File: config.mk
export PLATFORM = sky130hd
export DESIGN_NAME = prog_frame_rx
export DESIGN_NICKNAME = d
export VERILOG_FILES = /design/src/rtl/pfr_pkg.sv /design/src/rtl/pfr_store.sv /design/src/rtl/pfr_parser.sv /design/src/rtl/pfr_play.sv /design/src/rtl/prog_frame_rx.sv
export SDC_FILE = /design/constraint.sdc
export NUM_CORES = 2
export LEC_CHECK = 0
export ABC_AREA = 1
export BUFFER_PORTS_ARGS = -buffer_cell sky130_fd_sc_hd__buf_2
export CAP_MARGIN = 20
export CELL_PAD_IN_SITES_DETAIL_PLACEMENT = 1
export CELL_PAD_IN_SITES_GLOBAL_PLACEMENT = 2
export CORE_MARGIN = 4
export CORE_UTILIZATION = 44
export CTS_CLUSTER_SIZE = 30
export DETAILED_ROUTE_END_ITERATION = 8
export PLACE_DENSITY = 0.86
export SYNTH_ARGS = -nofsm -noshare
export SYNTH_HDL_FRONTEND = slang
export SYNTH_SLANG_ARGS = --single-unit
File: constraint.sdc
create_clock -name clk -period 6.4 [get_ports clk]
set_input_delay 0.32 -clock clk [delete_from_list [all_inputs] [get_ports clk]]
set_output_delay 0.32 -clock clk [all_outputs]
set_load 0.01 [all_outputs]
File: src/rtl/pfr_pkg.sv
package pfr_pkg;
  localparam int LEN_W = 9;
  localparam logic [7:0] HDR_CMD = 8'h01;
  localparam logic [7:0] HDR_DAT = 8'h02;
  localparam logic [7:0] FT_END  = 8'h03;
  localparam logic [7:0] FT_MORE = 8'h17;
  localparam logic [7:0] ST_UNK  = 8'h04;
  localparam logic [7:0] ST_PARM = 8'h05;
  localparam logic [7:0] ST_ACK  = 8'h06;
  localparam logic [7:0] ST_SUM  = 8'h07;
  localparam logic [7:0] ST_FOOT = 8'h15;

  typedef enum logic [2:0] {P_IDLE, P_LEN, P_BODY, P_SUM, P_FOOT, P_PLAY} pstate_t;

  // Required length byte per command code; 0 marks an unknown code.
  function automatic logic [3:0] cmd_need(input logic [7:0] c);
    case (c)
      8'h00, 8'h20, 8'hC0, 8'hC5:        cmd_need = 4'd1;
      8'h9A, 8'hA0:                      cmd_need = 4'd3;
      8'h13, 8'h22, 8'h32, 8'h40, 8'hB0: cmd_need = 4'd7;
      default:                           cmd_need = 4'd0;
    endcase
  endfunction
endpackage

File: src/rtl/pfr_store.sv
module pfr_store #(
  parameter int DEPTH = 256,
  localparam int AW = $clog2(DEPTH)
) (
  input  logic          clk,
  input  logic          we,
  input  logic [AW-1:0] waddr,
  input  logic [7:0]    wdata,
  input  logic          re,
  input  logic [AW-1:0] raddr,
  output logic [7:0]    rdata
);
  logic [7:0] mem [DEPTH];

  always_ff @(posedge clk) begin
    if (we) mem[waddr] <= wdata;
  end

  always_ff @(posedge clk) begin
    if (re) rdata <= mem[raddr];
  end
endmodule

File: src/rtl/pfr_parser.sv
module pfr_parser
  import pfr_pkg::*;
#(
  parameter int DEPTH = 256,
  localparam int AW = $clog2(DEPTH)
) (
  input  logic             clk,
  input  logic             rst,
  input  logic             in_valid,
  input  logic [7:0]       in_data,
  output logic             in_ready,
  output logic             wr_en,
  output logic [AW-1:0]    wr_addr,
  output logic [7:0]       wr_data,
  output logic             stat_valid,
  output logic [7:0]       stat_code,
  output logic             play_go,
  output logic [LEN_W-1:0] play_cnt,
  output logic             play_kind,
  output logic             play_last,
  input  logic             play_done
);
  pstate_t          state;
  logic             is_data;
  logic [LEN_W-1:0] len;
  logic [LEN_W-1:0] cnt;
  logic [7:0]       sum;
  logic [7:0]       first;
  logic             sum_ok;
  logic             beat;
  logic             foot_ok;
  logic [7:0]       verdict;

  assign in_ready  = (state != P_PLAY);
  assign beat      = in_valid && in_ready;
  assign wr_en     = beat && (state == P_BODY) && (cnt < LEN_W'(DEPTH));
  assign wr_addr   = cnt[AW-1:0];
  assign wr_data   = in_data;
  assign play_cnt  = len;
  assign play_kind = is_data;

  // Verdict priority: footer, checksum, then frame-kind checks.
  always_comb begin
    foot_ok = (in_data == FT_END) || (is_data && in_data == FT_MORE);
    if (!foot_ok)                               verdict = ST_FOOT;
    else if (!sum_ok)                           verdict = ST_SUM;
    else if (is_data)                           verdict = (len > LEN_W'(DEPTH)) ? ST_PARM : ST_ACK;
    else if (len == '0)                         verdict = ST_PARM;
    else if (cmd_need(first) == 4'd0)           verdict = ST_UNK;
    else if (len != LEN_W'(cmd_need(first)))    verdict = ST_PARM;
    else                                        verdict = ST_ACK;
  end

  always_ff @(posedge clk) begin
    if (rst) begin
      state      <= P_IDLE;
      is_data    <= 1'b0;
      len        <= '0;
      cnt        <= '0;
      sum        <= 8'h00;
      first      <= 8'h00;
      sum_ok     <= 1'b0;
      stat_valid <= 1'b0;
      stat_code  <= 8'h00;
      play_go    <= 1'b0;
      play_last  <= 1'b0;
    end else begin
      stat_valid <= 1'b0;
      play_go    <= 1'b0;
      case (state)
        P_IDLE: if (beat) begin
          if (in_data == HDR_CMD) begin
            is_data <= 1'b0;
            state   <= P_LEN;
          end else if (in_data == HDR_DAT) begin
            is_data <= 1'b1;
            state   <= P_LEN;
          end
        end
        P_LEN: if (beat) begin
          sum <= 8'h00 - in_data;
          cnt <= '0;
          if (in_data == 8'h00) begin
            if (is_data) begin
              len   <= LEN_W'(256);
              state <= P_BODY;
            end else begin
              len   <= '0;
              state <= P_SUM;
            end
          end else begin
            len   <= {1'b0, in_data};
            state <= P_BODY;
          end
        end
        P_BODY: if (beat) begin
          sum <= sum - in_data;
          if (cnt == '0) first <= in_data;
          cnt <= cnt + 1'b1;
          if (cnt == len - 1'b1) state <= P_SUM;
        end
        P_SUM: if (beat) begin
          sum_ok <= (in_data == sum);
          state  <= P_FOOT;
        end
        P_FOOT: if (beat) begin
          stat_valid <= 1'b1;
          stat_code  <= verdict;
          if (verdict == ST_ACK) begin
            play_go   <= 1'b1;
            play_last <= is_data && (in_data == FT_END);
            state     <= P_PLAY;
          end else begin
            state <= P_IDLE;
          end
        end
        P_PLAY: if (play_done) state <= P_IDLE;
        default: state <= P_IDLE;
      endcase
    end
  end


  stat_legal_chk: assert property (@(posedge clk) disable iff (rst)
    stat_valid |-> (stat_code == ST_ACK || stat_code == ST_SUM || stat_code == ST_UNK ||
                    stat_code == ST_PARM || stat_code == ST_FOOT));


  stat_after_beat_chk: assert property (@(posedge clk) disable iff (rst)
    stat_valid |-> $past(in_valid && in_ready));
endmodule

File: src/rtl/pfr_play.sv
module pfr_play
  import pfr_pkg::*;
#(
  parameter int DEPTH = 256,
  localparam int AW = $clog2(DEPTH)
) (
  input  logic             clk,
  input  logic             rst,
  input  logic             go,
  input  logic [LEN_W-1:0] cnt,
  input  logic             kind,
  input  logic             last,
  output logic             rd_en,
  output logic [AW-1:0]    rd_addr,
  output logic             out_valid,
  output logic             out_kind,
  output logic             out_last,
  output logic             done
);
  logic             busy;
  logic [LEN_W-1:0] ptr;
  logic             fin;

  assign fin     = (ptr == cnt - 1'b1);
  assign rd_en   = busy;
  assign rd_addr = ptr[AW-1:0];

  always_ff @(posedge clk) begin
    if (rst) begin
      busy      <= 1'b0;
      ptr       <= '0;
      out_valid <= 1'b0;
      out_kind  <= 1'b0;
      out_last  <= 1'b0;
      done      <= 1'b0;
    end else begin
      out_valid <= busy;
      out_kind  <= kind;
      out_last  <= busy && fin && last;
      done      <= busy && fin;
      if (go) begin
        busy <= 1'b1;
        ptr  <= '0;
      end else if (busy) begin
        ptr <= ptr + 1'b1;
        if (fin) busy <= 1'b0;
      end
    end
  end


  last_on_data_chk: assert property (@(posedge clk) disable iff (rst)
    out_last |-> (out_valid && out_kind));
endmodule

File: src/rtl/prog_frame_rx.sv
module prog_frame_rx
  import pfr_pkg::*;
#(
  parameter int DEPTH = 256,
  localparam int AW = $clog2(DEPTH)
) (
  input  logic       clk,
  input  logic       rst,
  input  logic       in_valid,
  input  logic [7:0] in_data,
  output logic       in_ready,
  output logic       out_valid,
  output logic [7:0] out_data,
  output logic       out_kind,
  output logic       out_last,
  output logic       stat_valid,
  output logic [7:0] stat_code
);
  logic             wr_en;
  logic [AW-1:0]    wr_addr;
  logic [7:0]       wr_data;
  logic             play_go;
  logic [LEN_W-1:0] play_cnt;
  logic             play_kind;
  logic             play_last;
  logic             play_done;
  logic             rd_en;
  logic [AW-1:0]    rd_addr;

  pfr_parser #(.DEPTH(DEPTH)) u_parse (
    .clk(clk), .rst(rst), .in_valid(in_valid), .in_data(in_data), .in_ready(in_ready),
    .wr_en(wr_en), .wr_addr(wr_addr), .wr_data(wr_data),
    .stat_valid(stat_valid), .stat_code(stat_code),
    .play_go(play_go), .play_cnt(play_cnt), .play_kind(play_kind),
    .play_last(play_last), .play_done(play_done)
  );

  pfr_store #(.DEPTH(DEPTH)) u_store (
    .clk(clk), .we(wr_en), .waddr(wr_addr), .wdata(wr_data),
    .re(rd_en), .raddr(rd_addr), .rdata(out_data)
  );

  pfr_play #(.DEPTH(DEPTH)) u_play (
    .clk(clk), .rst(rst), .go(play_go), .cnt(play_cnt), .kind(play_kind), .last(play_last),
    .rd_en(rd_en), .rd_addr(rd_addr), .out_valid(out_valid), .out_kind(out_kind),
    .out_last(out_last), .done(play_done)
  );


  reset_idle_chk: assert property (@(posedge clk)
    rst |=> (!out_valid && !stat_valid && in_ready));


  hold_off_chk: assert property (@(posedge clk) disable iff (rst)
    out_valid |-> !in_ready);


  stream_after_ack_chk: assert property (@(posedge clk) disable iff (rst)
    $rose(out_valid) |-> ($past(stat_valid, 2) && $past(stat_code, 2) == ST_ACK));


  no_stream_on_bad_sum_chk: assert property (@(posedge clk) disable iff (rst)
    (stat_valid && stat_code == ST_SUM) |=> !out_valid);
endmodule

Word level (Yosys, flattened, before mapping)
Memory sizes are Yosys's and may differ from the RTL's. A register that Yosys moved wholly into a read port is not among the register bits.
Index checks and enable logic that the tools add are counted.
Cells by class
  bitwise gates (word level): 2
  add/sub/neg operators: 5
  div/mod/pow operators: 0
  equality and inequality tests: 33
  order comparisons: 2
  shift-type cells: 0
  multiplexer cells: 47
  multipliers: 0
  reduce and logical (&&, ||, !) cells: 30
Operators by type and width (number)
  8-bit 2-to-1 mux: 7
  8-bit == test, second input constant: 5
  4-bit 2-to-1 mux: 9
  9-bit 2-to-1 mux: 4
  3-bit 2-to-1 mux: 10
  8-bit by 6-bit == test with 1-bit output, second input constant: 3
  9-bit by 1-bit adder with 9-bit output, second input constant: 2
  9-bit == test: 2
  9-bit logical NOT: 2
  3-bit case mux with 6 select lines: 1
  9-bit case mux with 2 select lines: 1
  8-bit by 2-bit == test with 1-bit output, second input constant: 2
  8-bit by 5-bit == test with 1-bit output, second input constant: 2
  8-bit logical NOT: 2
  8-bit case mux with 2 select lines: 1
  2-bit by 1-bit != test with 1-bit output, second input constant: 6
  3-bit AND reduction: 4
  1-bit 2-to-1 mux: 11
  9-bit > comparator, second input constant: 1
  9-bit < comparator, second input constant: 1
  9-bit by 4-bit != test with 1-bit output: 1
  3-bit case mux with 3 select lines: 1
  9-bit by 1-bit subtractor with 9-bit output, second input constant: 1
  8-bit by 1-bit == test with 1-bit output, second input constant: 1
  other kinds (24): 39
Word-level totals
  memories kept: 1
  bits of input ports: 11
  bits in read-only memories: 0
  word-level logic and storage cells: 137
  output and inout bits: 21
  memory bits (writable): 2048
  register bits: 64
  bits in latches: 0
Memories
  u_store.mem: words 256, width 8, read ports 1, clocked after Yosys merged registers in 1, write ports 1, RTL line pfr_store.sv:13  | logic [7:0] mem [DEPTH];

Logic depth before layout (Yosys ltp)
  word-level depth: 24
  gate-level depth with buffers: 17
  depth with buffers taken out: 16

Cells and area by module
A second synthesis with hierarchy kept.
Unflattened totals
  cell total of the unflattened synthesis: 7621
  area total of the unflattened synthesis: 87615.3 um2
By module, submodules not included
  pfr_store: sequential area each 61739.2 um2, area each 83476.3 um2, cells each 7003, times used 1
  pfr_parser: sequential area each 920.9 um2, area each 3208.1 um2, cells each 476, times used 1
  pfr_play: sequential area each 280.3 um2, area each 930.9 um2, cells each 142, times used 1

Least setup slack after synthesis
Ideal clock, no wire load.
  path type: register to register
  start point: reg u_parse.cnt[0]
  end point: mem u_store.mem[191][0] (enable)
  period minus slack after synthesis: 2.457 ns
  required time: 6.005 ns
  path buffers: 0
  path slack: 3.943 ns
  cell stages (with the launch flop): 8
  library setup time: 0.395 ns
  data arrival time: 2.063 ns
  cells stage by stage: dfxtp_1 -> ha_1 -> nand2_1 -> nor2_1 -> clkinv_1 -> nor3_1 -> inv_1 -> nor4_1
Between the ends
  longest elaborated chain between the ends: 4
RTL lines
  start, declared: RTL line pfr_parser.sv:26  | logic [LEN_W-1:0] cnt;
  start signal, assigned: RTL line pfr_parser.sv:99  | cnt <= cnt + 1'b1;
  9-bit < comparator: RTL line pfr_parser.sv:36  | assign wr_en = beat && (state == P_BODY) && (cnt < LEN_W'(DEPTH));
  1-bit logical AND: RTL line pfr_parser.sv:36
  1-bit 2-to-1 mux: RTL line pfr_store.sv:16  | if (we) mem[waddr] <= wdata;
  1-bit 2-to-1 mux (not written as such): RTL line pfr_store.sv:16
  end, declared: RTL line pfr_store.sv:13
Parallel ways exist; a longest one is shown, timed or not.

Final worst setup path
  start point: reg u_parse.state[1]
  end point: mem u_store.mem[109][0] (enable)
Between the ends
  longest elaborated chain between the ends: 6
  elaborated cells on any way between the ends: 7
  those cells by class: eq/ne: 2; mux: 2; reduce/logical: 3
RTL lines
  start, declared: RTL line pfr_parser.sv:23  | pstate_t state;
  start signal, assigned: RTL line pfr_parser.sv:56  | state <= P_IDLE;
  start signal, assigned: RTL line pfr_parser.sv:74  | state <= P_LEN;
  start signal, assigned: RTL line pfr_parser.sv:77  | state <= P_LEN;
  3-bit != test: RTL line pfr_parser.sv:34  | assign in_ready = (state != P_PLAY);
  1-bit logical AND: RTL line pfr_parser.sv:35  | assign beat = in_valid && in_ready;
  1-bit logical AND * (2 in a row): RTL line pfr_parser.sv:36
  1-bit 2-to-1 mux *: RTL line pfr_store.sv:16
  1-bit 2-to-1 mux (not written as such) *: RTL line pfr_store.sv:16
Mark *: on every way between the ends. The rest lies on a longest branch, timed or not.

==> impl_metrics.yaml <==
timing:
  setup_slack_ps: 1979
  timing.final.hold_violations: 0
  setup_violations: 0
  finalCriticalPeriod_ps: 4421
  relSlewSlack: 0.2472
  fin_tns_setup_ps: 0
  clock.fmax_mhz: 226.2
  hold_slack_ps: 429.6
  tightest_slew_ps: 1129
  final_max_slew_viol_count: 0
  worst_clock_skew_ps: 33.52
  rsz0062_at_grt: "no"
  fin_crit_sh: 0.6909
die:
  die_h_um: 448.6
  rows: 161
  start_util: 0.4430
  die_area_mm2: 0.2012
  die_w_um: 448.6
  core-area_mm2: 0.1928
  pin_count: 32
cts:
  cts_setup_buffers: 0
  cts_tree: "yes"
  postCtsResizedCells: 0
  cts.path.max_buffers: 3
  hold_buffers: 11
  clk_pin_slew_worst_paths_ps: 60
  clock_latency_ps: 870
  numCtsBuffers: 216
  clock-root-buffer: "clkbuf_16"
  htree_num_levels: 4
  cts.sinks: 2116
detailed_routing:
  postRouteAntennaNets: 0
  remaining_drc_errors: 0
  post_drt_wl_per_cell_um: 27.89
  routed_wl_um: 264100
  dr.pass1.iters: 6
  vias: 57092
  viasPerCell: 6.029
  drt_iter0_drc: 6393
min_path:
  whs_path_depth: 5
  min_path_type: "primary input to flip-flop"
power:
  p_leak_nw: 30.42
  powerDensity_mw_per_mm2: 302.4
  power.total_w: 0.02861
  ir_drop_mv: 0.2209
critical_path:
  path_class: "flip-flop to flip-flop"
  critical_path_arrival_ps: 4890
  rr_worst_depth: 8
  endpoint_kind: "flip-flop"
  crit_buf_inv: 2
  cp_num_cells: 8
  cp-start-kind: "flip-flop"
  critPathMaxFanout: 16
  crit_required_ps: 6870
  slowest_stage: "nor2_1"
  worstPathCellList: "inv_2, nor3_4, inv_2, nor2_4, nand2_2, nor3_2, nand2_1, nor2_1"
  critPathMaxStageDelay_ps: 850
  crit_top_cell: "inv_2"
  cpLargestDelayFamily: "simple AND/OR/NAND/NOR gates"
yosys:
  yosys-top-cells-count: "2056 x edfxtp_1, 1538 x nor2_1, 1063 x o21ai_0"
  synthFlopType: "edfxtp_1"
  synth_edf_count: 2056
  synth_area_mm2: 0.08541
  postSynthCellCount: 6892
  synth_area_leader_cell: "edfxtp_1"
  async_reset_ff_frac: 0
  yosysSeqAreaShare: 0.7369
  syn_area_per_cell_um2: 12.39
  synth_top_area_share: 0.7229
  yosys_warnings: 0
  synth_most_common_cell: "edfxtp_1"
  yosysUniqueCellTypes: 46
  synth_seq_cells: 2116
  synthTopCellsByArea: "edfxtp_1 72%, nor2_1 6.8%, o21ai_0 6.2%"
final_layout:
  drive_gt1_frac: 0.06585
  final_cell_area_mm2: 0.09461
  fillers: 19401
  multi_input_area_mm2: 0.01992
  final_nets: 6779
  syn_to_final_growth_pct: 10.77
  regArea_mm2: 0.06296
placed_design:
  place_ws_ps: 2000
  dpl-instance-area_mm2: 0.08753
  place.detailed.hpwl_um: 151400
  gp_congestion: 0.8548
  numPortBuffers: 27
global_route:
  grt_pass1_vias: 58907
  grt_overflow: 0
  grt_max_degree: 192
  track_usage: 0.2560
  antenna_found_initial: 7
  grt_first_pass_wirelength_um: 389100
status:
  status: "finished clean"
flow_run:
  drv_cap: 0
[final timing paths]
path,slack (ps),to,from
max,1980,u_store.mem[109][0],u_parse.state[1]
min,430,u_parse.stat_code[4],in_valid
max reg2reg,1980,u_store.mem[109][0],u_parse.state[1]
min reg2reg,450,u_parse.stat_code[2],u_parse.stat_code[2]
[flip-flops by register name, indices dropped and copies added, names as in the netlist, 3 cells and up]
signal	cells
u_parse.cnt	9
u_parse.first	8
u_parse.play_cnt	9
u_parse.stat_code	4
u_parse.state	3
u_parse.sum	8
u_play.ptr	9
u_store.mem	2048
u_store.rdata	8
[cell usage in the layout (no fill, tap or decap), types with 5 or more instances in the layout]
cell type and n:
o221ai_1 28, dlygate4sd3_1 11, nand4_1 23, ha_1 17, o22ai_1 265, edfxtp_1 2056
or2_2 7, clkinv_8 5, a211oi_1 6, clkinvlp_4 5, inv_1 97, o21ai_0 1063
nand2_2 8, clkbuf_16 216, a21oi_1 164, nor4_1 6, nand3_2 8, nand3_1 330
nor2_1 1537, clkinv_1 60, inv_16 6, buf_12 15, nand2_1 440, dfxtp_1 55
buf_2 19, o211ai_1 233, buf_8 8, nor3_1 11, xor2_1 11, buf_4 69
clkinv_2 39, clkbuf_1 52, bufinv_16 19
[stage by stage]
step	instances	util
5_1_grt	9467	0.4907
6_report	9470	0.4908
2_1_floorplan	6895	-
3_3_place_gp	9046	0.4539
4_1_cts	9466	0.4907
3_5_place_dp	9047	0.4540
[kinds of logic after synthesis]
logic type,after synthesis,synth area share
xor+xnor,14,0.001597
other cells,1,0.00004391
buf+inv,593,0.03075
simple gates,2380,0.1117
fa+ha+maj,18,0.002725
compound gates,1770,0.1162
flops,2116,0.7369
[layout make-up]
type,count,share of cell area
repair buffers,123,0.01238
clock buffers,269,0.05934
multi-input cells,4186,0.2105
diodes,4,0.0001058
inverters,107,0.004523
clock inverters,139,0.01428
flip-flops and latches,2116,0.6654
well taps,2526,0.03341
[power by group]
part | total (W) | internal, W | leakage [nW] | switching [W]
registers | 0.0153 | 0.0152 | 19.0 | 0.0000392
logic | 0.000842 | 0.000201 | 8.07 | 0.000640
clock network | 0.0125 | 0.00702 | 3.39 | 0.00548
total | 0.0286 | 0.0224 | 30.4 | 0.00616
[per-layer routing]
metal | track usage | share of wire
met5 | 0 | 0
met4 | 0.09747 | 0.038
met3 | 0.03940 | 0.072
met2 | 0.4215 | 0.48
met1 | 0.3447 | 0.41
[worst reg2reg max path: stages, from the launching register on]
cell     delay [ps]
dfxtp_1         430
inv_2            80
nor3_4          310
inv_2           210
nor2_4          330
nand2_2         200
nor3_2          840
nand2_1         780
nor2_1          860
No activity file was read; power rests on OpenSTA's default activity.
